<file path="config.mk">
export PLATFORM = sky130hd
export DESIGN_NAME = fifo_entry_unpacker
export DESIGN_NICKNAME = d
export VERILOG_FILES = /design/src/rtl/unpack_pkg.sv /design/src/rtl/unpack_desc_sel.sv /design/src/rtl/unpack_seg_extract.sv /design/src/rtl/unpack_word_asm.sv /design/src/rtl/fifo_entry_unpacker.sv
export SDC_FILE = /design/constraint.sdc
export NUM_CORES = 1
export LEC_CHECK = 0
export ABC_AREA = 1
export BUFFER_PORTS_ARGS = -buffer_cell sky130_fd_sc_hd__clkbuf_2
export CORE_MARGIN = 2
export CORE_UTILIZATION = 40
export CTS_CLUSTER_DIAMETER = 100
export DETAILED_ROUTE_END_ITERATION = 12
export PLACE_DENSITY = 0.66
export SYNTH_ARGS = -nofsm -noshare
export SYNTH_HDL_FRONTEND = slang
export SYNTH_SLANG_ARGS = --single-unit
</file>
<file path="constraint.sdc">
create_clock -name clk_i -period 10.89 [get_ports clk_i]
set_clock_uncertainty 0.05 [all_clocks]
set_input_delay 0.5445 -clock clk_i [delete_from_list [all_inputs] [get_ports clk_i]]
set_output_delay 0.5445 -clock clk_i [all_outputs]
set_load 0.005 [all_outputs]
</file>
<file path="src/rtl/unpack_pkg.sv">
package unpack_pkg;
  localparam int unsigned START_W = 5;
  localparam int unsigned LEN_W   = 3;
  localparam int unsigned DESC_W  = START_W + LEN_W + 2;

  // field order fixes the bit layout: start[9:5] dir[4] len_m1[3:1] last[0]
  typedef struct packed {
    logic [START_W-1:0] start;
    logic               dir;
    logic [LEN_W-1:0]   len_m1;
    logic               last;
  } desc_t;
endpackage

</file>
<file path="src/rtl/unpack_desc_sel.sv">
module unpack_desc_sel
  import unpack_pkg::*;
#(
  parameter int unsigned NUM_DESC = 4,
  parameter int unsigned IDX_W    = $clog2(NUM_DESC),
  parameter int unsigned CFG_W    = NUM_DESC * DESC_W / 2
) (
  input  logic [CFG_W-1:0] cfg_lo_i,
  input  logic [CFG_W-1:0] cfg_hi_i,
  input  logic [IDX_W-1:0] idx_i,
  output desc_t            desc_o
);
  localparam int unsigned ALL_W = 2 * CFG_W;

  logic [ALL_W-1:0] cfg_all;
  desc_t            descs [NUM_DESC];

  assign cfg_all = {cfg_hi_i, cfg_lo_i};

  for (genvar g = 0; g < NUM_DESC; g++) begin : g_desc
    assign descs[g] = desc_t'(cfg_all[g*DESC_W +: DESC_W]);
  end

  assign desc_o = descs[idx_i];
endmodule

</file>
<file path="src/rtl/unpack_seg_extract.sv">
module unpack_seg_extract
  import unpack_pkg::*;
#(
  parameter int unsigned ENTRY_W = 32,
  parameter int unsigned SEG_MAX = 8,
  parameter int unsigned SEG_N_W = $clog2(SEG_MAX) + 1
) (
  input  logic [ENTRY_W-1:0] entry_i,
  input  desc_t              desc_i,
  output logic [SEG_MAX-1:0] seg_o,
  output logic [SEG_N_W-1:0] seg_n_o
);
  localparam int unsigned POS_W = $clog2(ENTRY_W);
  localparam int unsigned SI_W  = $clog2(SEG_MAX);

  always_comb begin
    seg_o = '0;
    for (int k = 0; k < SEG_MAX; k++) begin
      int   pos;
      int   slot;
      logic b;
      pos  = desc_i.dir ? int'(desc_i.start) - k : int'(desc_i.start) + k;
      b    = (pos >= 0 && pos < int'(ENTRY_W)) ? entry_i[pos[POS_W-1:0]] : 1'b0;
      // first bit taken lands on top for downward walks
      slot = desc_i.dir ? int'(desc_i.len_m1) - k : k;
      if (k <= int'(desc_i.len_m1)) seg_o[slot[SI_W-1:0]] = b;
    end
  end

  assign seg_n_o = SEG_N_W'(desc_i.len_m1) + SEG_N_W'(1);
endmodule

</file>
<file path="src/rtl/unpack_word_asm.sv">
module unpack_word_asm #(
  parameter int unsigned WORD_W  = 32,
  parameter int unsigned SEG_MAX = 8,
  parameter int unsigned SEG_N_W = $clog2(SEG_MAX) + 1,
  parameter int unsigned CNT_W   = $clog2(WORD_W) + 1
) (
  input  logic               clk_i,
  input  logic               rst_ni,
  input  logic               step_i,
  input  logic               dir_i,
  input  logic [SEG_MAX-1:0] seg_i,
  input  logic [SEG_N_W-1:0] seg_n_i,
  input  logic [CNT_W-1:0]   word_bits_i,
  input  logic               word_ready_i,
  output logic               word_valid_o,
  output logic [WORD_W-1:0]  word_data_o
);
  localparam int unsigned SUM_W = CNT_W + 1;

  logic [WORD_W-1:0] acc_q, acc_nxt, seg_ext;
  logic [CNT_W-1:0]  cnt_q;
  logic [SUM_W-1:0]  cnt_sum;
  logic              full;

  assign seg_ext = WORD_W'(seg_i);
  assign acc_nxt = dir_i ? ((acc_q << seg_n_i) | seg_ext) : (acc_q | (seg_ext << cnt_q));
  assign cnt_sum = SUM_W'(cnt_q) + SUM_W'(seg_n_i);
  assign full    = cnt_sum >= SUM_W'(word_bits_i);

  always_ff @(posedge clk_i or negedge rst_ni) begin
    if (!rst_ni) begin
      acc_q        <= '0;
      cnt_q        <= '0;
      word_valid_o <= 1'b0;
      word_data_o  <= '0;
    end else begin
      if (word_ready_i) word_valid_o <= 1'b0;
      if (step_i) begin
        if (full) begin
          acc_q        <= '0;
          cnt_q        <= '0;
          word_valid_o <= 1'b1;
          word_data_o  <= acc_nxt;
        end else begin
          acc_q <= acc_nxt;
          cnt_q <= cnt_sum[CNT_W-1:0];
        end
      end
    end
  end

  AST_WORD_HOLD: assert property (@(posedge clk_i) disable iff (!rst_ni)
    word_valid_o && !word_ready_i |=> word_valid_o && $stable(word_data_o));

  AST_STALL_FREEZE: assert property (@(posedge clk_i) disable iff (!rst_ni)
    word_valid_o && !word_ready_i |=> $stable(cnt_q) && $stable(acc_q));
endmodule

</file>
<file path="src/rtl/fifo_entry_unpacker.sv">
module fifo_entry_unpacker
  import unpack_pkg::*;
#(
  parameter int unsigned ENTRY_W  = 32,
  parameter int unsigned NUM_DESC = 4,
  parameter int unsigned SEG_MAX  = 8,
  localparam int unsigned CFG_W   = NUM_DESC * DESC_W / 2,
  localparam int unsigned CNT_W   = $clog2(ENTRY_W) + 1
) (
  input  logic               clk_i,
  input  logic               rst_ni,
  input  logic [CFG_W-1:0]   desc_lo_i,
  input  logic [CFG_W-1:0]   desc_hi_i,
  input  logic [CNT_W-1:0]   word_bits_i,
  input  logic               ent_valid_i,
  input  logic [ENTRY_W-1:0] ent_data_i,
  output logic               ent_ready_o,
  output logic               word_valid_o,
  output logic [ENTRY_W-1:0] word_data_o,
  input  logic               word_ready_i
);
  localparam int unsigned IDX_W   = $clog2(NUM_DESC);
  localparam int unsigned SEG_N_W = $clog2(SEG_MAX) + 1;
  localparam logic [IDX_W-1:0] IDX_LAST = IDX_W'(NUM_DESC - 1);

  logic               busy_q;
  logic [ENTRY_W-1:0] entry_q;
  logic [IDX_W-1:0]   idx_q;
  desc_t              cur;
  logic [SEG_MAX-1:0] seg;
  logic [SEG_N_W-1:0] seg_n;
  logic               step, fin;

  unpack_desc_sel #(.NUM_DESC(NUM_DESC), .IDX_W(IDX_W), .CFG_W(CFG_W)) u_sel (
    .cfg_lo_i (desc_lo_i),
    .cfg_hi_i (desc_hi_i),
    .idx_i    (idx_q),
    .desc_o   (cur)
  );

  unpack_seg_extract #(.ENTRY_W(ENTRY_W), .SEG_MAX(SEG_MAX), .SEG_N_W(SEG_N_W)) u_ext (
    .entry_i (entry_q),
    .desc_i  (cur),
    .seg_o   (seg),
    .seg_n_o (seg_n)
  );

  unpack_word_asm #(.WORD_W(ENTRY_W), .SEG_MAX(SEG_MAX), .SEG_N_W(SEG_N_W), .CNT_W(CNT_W)) u_asm (
    .clk_i        (clk_i),
    .rst_ni       (rst_ni),
    .step_i       (step),
    .dir_i        (cur.dir),
    .seg_i        (seg),
    .seg_n_i      (seg_n),
    .word_bits_i  (word_bits_i),
    .word_ready_i (word_ready_i),
    .word_valid_o (word_valid_o),
    .word_data_o  (word_data_o)
  );

  assign ent_ready_o = !busy_q;
  assign step        = busy_q && (!word_valid_o || word_ready_i);
  assign fin         = cur.last || (idx_q == IDX_LAST);

  always_ff @(posedge clk_i or negedge rst_ni) begin
    if (!rst_ni) begin
      busy_q  <= 1'b0;
      entry_q <= '0;
      idx_q   <= '0;
    end else if (ent_valid_i && !busy_q) begin
      busy_q  <= 1'b1;
      entry_q <= ent_data_i;
      idx_q   <= '0;
    end else if (step) begin
      if (fin) begin
        busy_q <= 1'b0;
        idx_q  <= '0;
      end else begin
        idx_q <= idx_q + IDX_W'(1);
      end
    end
  end

  AST_ACCEPT_BLOCKS: assert property (@(posedge clk_i) disable iff (!rst_ni)
    ent_valid_i && ent_ready_o |=> !ent_ready_o);

  AST_END_FLAG_FREES: assert property (@(posedge clk_i) disable iff (!rst_ni)
    step && cur.last |=> ent_ready_o);

  AST_LAST_DESC_FREES: assert property (@(posedge clk_i) disable iff (!rst_ni)
    step && idx_q == IDX_LAST |=> ent_ready_o);

  AST_IDLE_NO_WORD: assert property (@(posedge clk_i) disable iff (!rst_ni)
    ent_ready_o && !word_valid_o |=> !word_valid_o);

  AST_STALL_NO_ADVANCE: assert property (@(posedge clk_i) disable iff (!rst_ni)
    busy_q && word_valid_o && !word_ready_i |=> busy_q && $stable(idx_q));
endmodule

</file>
==> out/qor.yml, run 1 <==
tritoncts_clock_tree: "yes"
slew-limit-headroom: 0.2775
area_delta_synth_final_pct: 8.195
max_slew.worst_pin.slew_ns: 1.082
post_synth_mux_area_share: 0.002713
cts.htree.levels: 3
synth-edff-count: 0
io-pin-count: 116
cp-end-kind: "flip-flop"
initialDrtViolationCount: 1317
netlist.top_cell.by_area: "sky130_fd_sc_hd__nand2_1"
ys_async_sr_fraction: 1.000
number_of_global_route_vias_before_repair: 11380
mostFrequentLayoutCells: "sky130_fd_sc_hd__nand2_1 (742), sky130_fd_sc_hd__nand3_1 (285), sky130_fd_sc_hd__inv_1 (172)"
timing.critical_path.arrival_ns: 6.94
post_synth_and_or_nand_nor_area_fraction: 0.4755
leading_cell_type_in_the_layout_fill_and_taps_excluded: "sky130_fd_sc_hd__nand2_1"
most_used_dff_post_synth: "sky130_fd_sc_hd__dfrtp_1"
syn_nets: 2012
syn_area_per_cell_um2: 5.844
core.rowCount: 60
xor_xnor_share_of_the_synthesized_area: 0.01017
synthTopCellsByArea: "sky130_fd_sc_hd__nand2_1 (25%), sky130_fd_sc_hd__dfrtp_1 (24%), sky130_fd_sc_hd__nand3_1 (13%)"
critical_path.max_stage_delay_ns: 0.83
endpoints_failing_setup: 0
final_min_period_over_clock_period: 0.6245
cell_variety_after_synth: 52
drc: 0
nNetsFinal: 2060
number_of_instances_in_the_synthesized_netlist: 1894
met1Wirelength_um: 18510
drv_cap: 0
number_of_antenna_violations_at_the_first_check_in_global_routing: 1
die_height_um: 170.4
crit_path_top_delay_cell: "sky130_fd_sc_hd__inv_1"
ys.warnings.count: 0
cts.clk_slew.worst_paths_ns: 0.08
wl_per_cell_um: 16.24
setup-tns-final_ns: 0
critical_path.startpoint_type: "flip-flop"
grt_max_degree: 80
cts_buffer_depth: 2
detailroute.wirelength.met2_um: 14650
grt.overflow.total: 0
clock_latency_ns: 0.37
dp.final_hpwl_um: 27980
cp.buffers_inverters: 9
period_minus_slack_ns: 6.801
worstPathMaxFanout: 55
cts-hold-fix-buffers: 0
routed-via-count: 12490
cts_num_sinks: 106
num_antenna_cells: 0
buffer_ports.inserted: 115
synth_area_mm2: 0.01107
drt.antenna.violating_nets: 0
grt_first_pass_wirelength_um: 60700
routed_wirelength_um: 37160
yosys_top_cell_area_share: 0.2516
drv_slew: 0
combinational_family_with_the_most_area_after_synthesis: "simple AND/OR/NAND/NOR gates"
fmax_mhz: 147.0
cts_setup_buffers: 0
wire_length_on_met3_um: 3452
gpl.final_weighted_congestion: 0.9979
cts_inserted_buffers: 9
post_synth_fa_ha_maj_area_fraction: 0.04137
die-width_um: 170.4
cts_resized: 0
grt_setup_unrepaired: "no"
cp.required_ns: 11.03
grt_use_total: 0.2619
yosysSeqAreaShare: 0.2396
drt-vias-per-instance: 5.457
run_status: "finished clean"
postSynthRegisterBits: 106
path_cells: "inv_1 -> nand3_1 -> and2_2 -> buf_4 -> inv_2 -> ha_1 -> buf_4 -> clkinv_1 -> fa_1 -> o21ai_0 -> xor2_1 -> inv_1 -> ha_1 -> nand2_1 -> o21ai_0 -> o21ai_0 -> nand2_1 -> inv_1 -> nor2_2 -> buf_4 -> inv_1 -> o21ai_0"
worst-setup-path-type: "reg -> reg"
overall_die_area_mm2: 0.02902
timing.critical_path.max_delay_family: "buffers and inverters"
final_layout_size_suffix_gt1_frac: 0.1125
dr.pass1.iters: 6
floorplan_core_area_mm2: 0.02703
hold_path_class: "in -> async"
final-hold-violation-count: 0
synth_compound_area_frac: 0.1208
root_buffer: "sky130_fd_sc_hd__clkbuf_16"
initial_utilization: 0.4096
route.top_layer_used: "met5"
[cell families (layout without fill, tap and decap cells)]
kind of cell / after synthesis / count (layout)
AO/OA/AOI/OAI: 238 / 238
XOR/XNOR: 12 / 12
adder cells (fa/ha/maj): 36 / 36
buffers and inverters: 279 / 332
flip-flops: 106 / 106
multiplexers: 3 / 3
AND/OR/NAND/NOR: 1220 / 1220
[routing by layer]
metal / GRT usage / vias to the layer above
met5: 0 / -
met4: 0.05723 / 2
met3: 0.05000 / 35
met2: 0.3710 / 558
met1: 0.4056 / 5691
li1: - / 6200
[Yosys cell counts, types with 2 or more instances]
library cell / count
sky130_fd_sc_hd__nand2_1: 742
sky130_fd_sc_hd__nand3_1: 285
sky130_fd_sc_hd__inv_1: 172
sky130_fd_sc_hd__o21ai_0: 129
sky130_fd_sc_hd__nor2_1: 115
sky130_fd_sc_hd__dfrtp_1: 106
sky130_fd_sc_hd__clkbuf_1: 41
sky130_fd_sc_hd__a21oi_1: 37
sky130_fd_sc_hd__ha_1: 35
sky130_fd_sc_hd__buf_2: 26
sky130_fd_sc_hd__nand4_1: 18
sky130_fd_sc_hd__o211ai_1: 18
sky130_fd_sc_hd__nand2_2: 17
sky130_fd_sc_hd__o21ai_1: 15
sky130_fd_sc_hd__o22ai_1: 13
sky130_fd_sc_hd__inv_2: 12
sky130_fd_sc_hd__nand3_2: 10
sky130_fd_sc_hd__a31oi_1: 9
sky130_fd_sc_hd__buf_6: 9
sky130_fd_sc_hd__xor2_1: 9
sky130_fd_sc_hd__nor3_1: 8
sky130_fd_sc_hd__buf_4: 7
sky130_fd_sc_hd__buf_1: 6
sky130_fd_sc_hd__nand2_4: 6
sky130_fd_sc_hd__nor2_2: 6
sky130_fd_sc_hd__o21ai_2: 4
sky130_fd_sc_hd__mux2i_1: 3
sky130_fd_sc_hd__nand3_4: 3
sky130_fd_sc_hd__nor3_2: 3
sky130_fd_sc_hd__a21o_1: 2
sky130_fd_sc_hd__a41oi_1: 2
sky130_fd_sc_hd__and2_1: 2
sky130_fd_sc_hd__buf_8: 2
sky130_fd_sc_hd__clkinv_1: 2
sky130_fd_sc_hd__o2111ai_1: 2
sky130_fd_sc_hd__xnor2_1: 2
[area by class of cell]
cell class                      count  area, um2
Fill cell                        2967      15050
Multi-Input combinational cell   1509       7216
Sequential cell                   106       2653
Inverter                          187      704.4
Timing Repair Buffer              129      683.2
Tap cell                          341      426.7
Clock buffer                        9      225.2
Clock inverter                      7      68.82
[metrics by stage]
stage,setup WS (ns),util,cell area (um2),std cells,hold WS (ns)
6_report,4.089,0.4431,11980,2288,0.04839
4_1_cts,4.017,0.4431,11980,2288,0.05380
2_1_floorplan,5.727,-,11070,1894,0.1989
3_3_place_gp,4.236,0.4323,11680,2272,0.4145
3_5_place_dp,4.078,0.4323,11680,2272,0.4182
5_1_grt,3.285,0.4431,11980,2288,0.06706
[path summary, 6_finish.rpt]
check | endpoint | start | slack (ns) | cells after the start
min reg2reg | u_asm.word_data_o[8] | u_asm.word_data_o[8] | 0.43 | 2
max | u_asm.word_valid_o | idx_q[1] | 4.09 | 22
min in group clk_i | entry_q[8] | ent_data_i[8] | 0.33 | 3
max reg2reg | u_asm.word_valid_o | idx_q[1] | 4.09 | 22
max in group asynchronous | u_asm.acc_q[1] | rst_ni | 9.35 | 2
min | entry_q[18] | rst_ni | 0.05 | 1
[sequential cells by signal, indices dropped and copies added (netlist names)]
| signal | cells |
|---|---|
| entry_q | 32 |
| u_asm.acc_q | 32 |
| u_asm.word_data_o | 32 |
| u_asm.cnt_q | 6 |
| idx_q | 2 |
| busy_q | 1 |
| u_asm.word_valid_o | 1 |
Power of run 1 is left out: the tool's default activity adds up to more than one toggle a clock period on the data nets, which glitch-free logic cannot reach.
==> inputs of run 2 (changes only) <==
- clock period: 10.89 -> 6.8 ns (I/O delays scaled with it)
==> run 2 against run 1 <==
Wire length rose by 3.5%. Maximum frequency rose by 16%. First-iteration DRC count rose by 11%. Worst setup slack got worse by 3.2 ns. Sequential share of layout area fell by 0.090 points.
==> out/qor.yml, run 2 (synthesis gave the netlist of run 1 again) <==
final-hold-violation-count: 0
cts_inserted_buffers: 9
dp.final_hpwl_um: 28930
endpoints_failing_setup: 0
gpl.final_weighted_congestion: 1.019
root_buffer: "sky130_fd_sc_hd__clkbuf_16"
drc: 0
timing.critical_path.to: "u_asm.word_valid_o"
cts_setup_buffers: 0
routed_wirelength_um: 38450
cts.clk_slew.worst_paths_ns: 0.10
grt_setup_unrepaired: "no"
timing.critical_path.arrival_ns: 6.01
number_of_global_route_vias_before_repair: 11390
die_height_um: 170.4
cts.htree.levels: 3
regToRegStartpoint: "idx_q[1]"
mostFrequentLayoutCells: "sky130_fd_sc_hd__nand2_1 (742), sky130_fd_sc_hd__nand3_1 (285), sky130_fd_sc_hd__inv_1 (172)"
final_min_period_over_clock_period: 0.8643
regToRegSetupSlack_ns: 0.92
reg2regPathDepth: 19
critical_path.startpoint_type: "flip-flop"
hold_path_class: "in -> async"
top_regs: "entry_q x32, u_asm.acc_q x32, u_asm.word_data_o x32"
floorplan_core_area_mm2: 0.02703
drv_slew: 0
r2r-end: "u_asm.word_valid_o"
cts_resized: 0
grt_max_degree: 65
fmax_mhz: 170.2
startpoint: "idx_q[1]"
initial_utilization: 0.4096
nNetsFinal: 2064
drv_cap: 0
cts_buffer_depth: 2
cts-hold-fix-buffers: 0
drt-vias-per-instance: 5.481
grt_first_pass_wirelength_um: 61760
worst-setup-path-type: "reg -> reg"
stdcell_area_mm2: 0.01203
max_slew.worst_pin.slew_ns: 1.120
path_cells: "inv_1 -> a32oi_2 -> inv_1 -> ha_1 -> clkinv_1 -> fa_1 -> o21ai_0 -> xor2_1 -> inv_1 -> ha_1 -> nand2_1 -> o21ai_0 -> o21ai_0 -> nand2_1 -> inv_1 -> nor2_2 -> buf_4 -> inv_1 -> o21ai_0"
cp-end-kind: "flip-flop"
run_status: "finished clean"
cp.required_ns: 6.93
wl_per_cell_um: 16.78
clock_latency_ns: 0.38
overall_die_area_mm2: 0.02902
cell_seen_most_often_among_critical_path_stages: "sky130_fd_sc_hd__inv_1"
area_delta_synth_final_pct: 8.636
io-pin-count: 116
crit_path_top_delay_cell: "sky130_fd_sc_hd__inv_1"
die-width_um: 170.4
number_of_antenna_violations_at_the_first_check_in_global_routing: 0
setup-tns-final_ns: 0
num_antenna_cells: 0
drt.antenna.violating_nets: 0
core.rowCount: 60
dpl-instance-area_mm2: 0.01171
grt.overflow.total: 0
period_minus_slack_ns: 5.877
final_layout_size_suffix_gt1_frac: 0.1143
worstPathMaxFanout: 33
grt_use_total: 0.2694
critical_path.max_stage_delay_ns: 0.86
initialDrtViolationCount: 1465
routed-via-count: 12560
buffer_ports.inserted: 115
cts_num_sinks: 106
slew-limit-headroom: 0.2525
tritoncts_clock_tree: "yes"
dr.pass1.iters: 5
leading_cell_type_in_the_layout_fill_and_taps_excluded: "sky130_fd_sc_hd__nand2_1"
[run 2: cell count changes in the layout (fill, tap and decap cells not counted), sizes merged]
cell    before  now
buf         15   19
bufinv       0    1
inv        188  187
[run 2: worst min path at each step]
stage | startpoint | end | slack, ns | cells after the start
after floorplan | rst_ni | busy_q | -0.006 | 0
final | rst_ni | entry_q[14] | 0.02 | 1
after detailed placement | u_asm.word_data_o[22] | u_asm.word_data_o[22] | 0.42 | 2
after CTS | rst_ni | entry_q[8] | 0.06 | 1
after global routing | rst_ni | entry_q[8] | 0.1 | 1
after global placement | u_asm.acc_q[11] | u_asm.acc_q[11] | 0.41 | 2
[run 2: worst max-delay path, delay by kind of cell, from the launching register on]
family	cells	cell delay, ns
buffers and inverters	7	2.01
AO/OA/AOI/OAI	5	1.30
adder cells (fa/ha/maj)	3	1.17
flip-flops	1	0.67
XOR/XNOR	1	0.25
AND/OR/NAND/NOR	3	0.19
[run 2: layout make-up]
type | count | area, um2
fillers | 2950 | 15000
multi-input cells | 1509 | 7216
flip-flops and latches | 106 | 2653
repair buffers | 133 | 713.2
inverters | 187 | 704.4
well taps | 341 | 426.7
clock buffers | 9 | 225.2
clock inverters | 7 | 87.58
[run 2: routing by layer]
metal  part of all wire  global-route usage  vias to the layer above
met5                  0                   0                        -
met4              0.013             0.04757                        0
met3               0.10             0.06767                       31
met2               0.40              0.3793                      541
met1               0.49              0.4135                     5781
li1                   -                   -                     6209
[run 2: per-stage QoR]
step | util | worst slack [ns] | cells | hold WS (ns)
floorplan | - | 1.637 | 1894 | -0.005591
global placement | 0.4334 | 1.114 | 2276 | 0.4133
detailed placement | 0.4334 | 0.9521 | 2276 | 0.4154
CTS | 0.4450 | 0.9152 | 2292 | 0.05604
global route | 0.4450 | 0.3474 | 2292 | 0.09609
finish | 0.4450 | 0.9228 | 2292 | 0.01941
Power of run 2 is left out for the same reason.
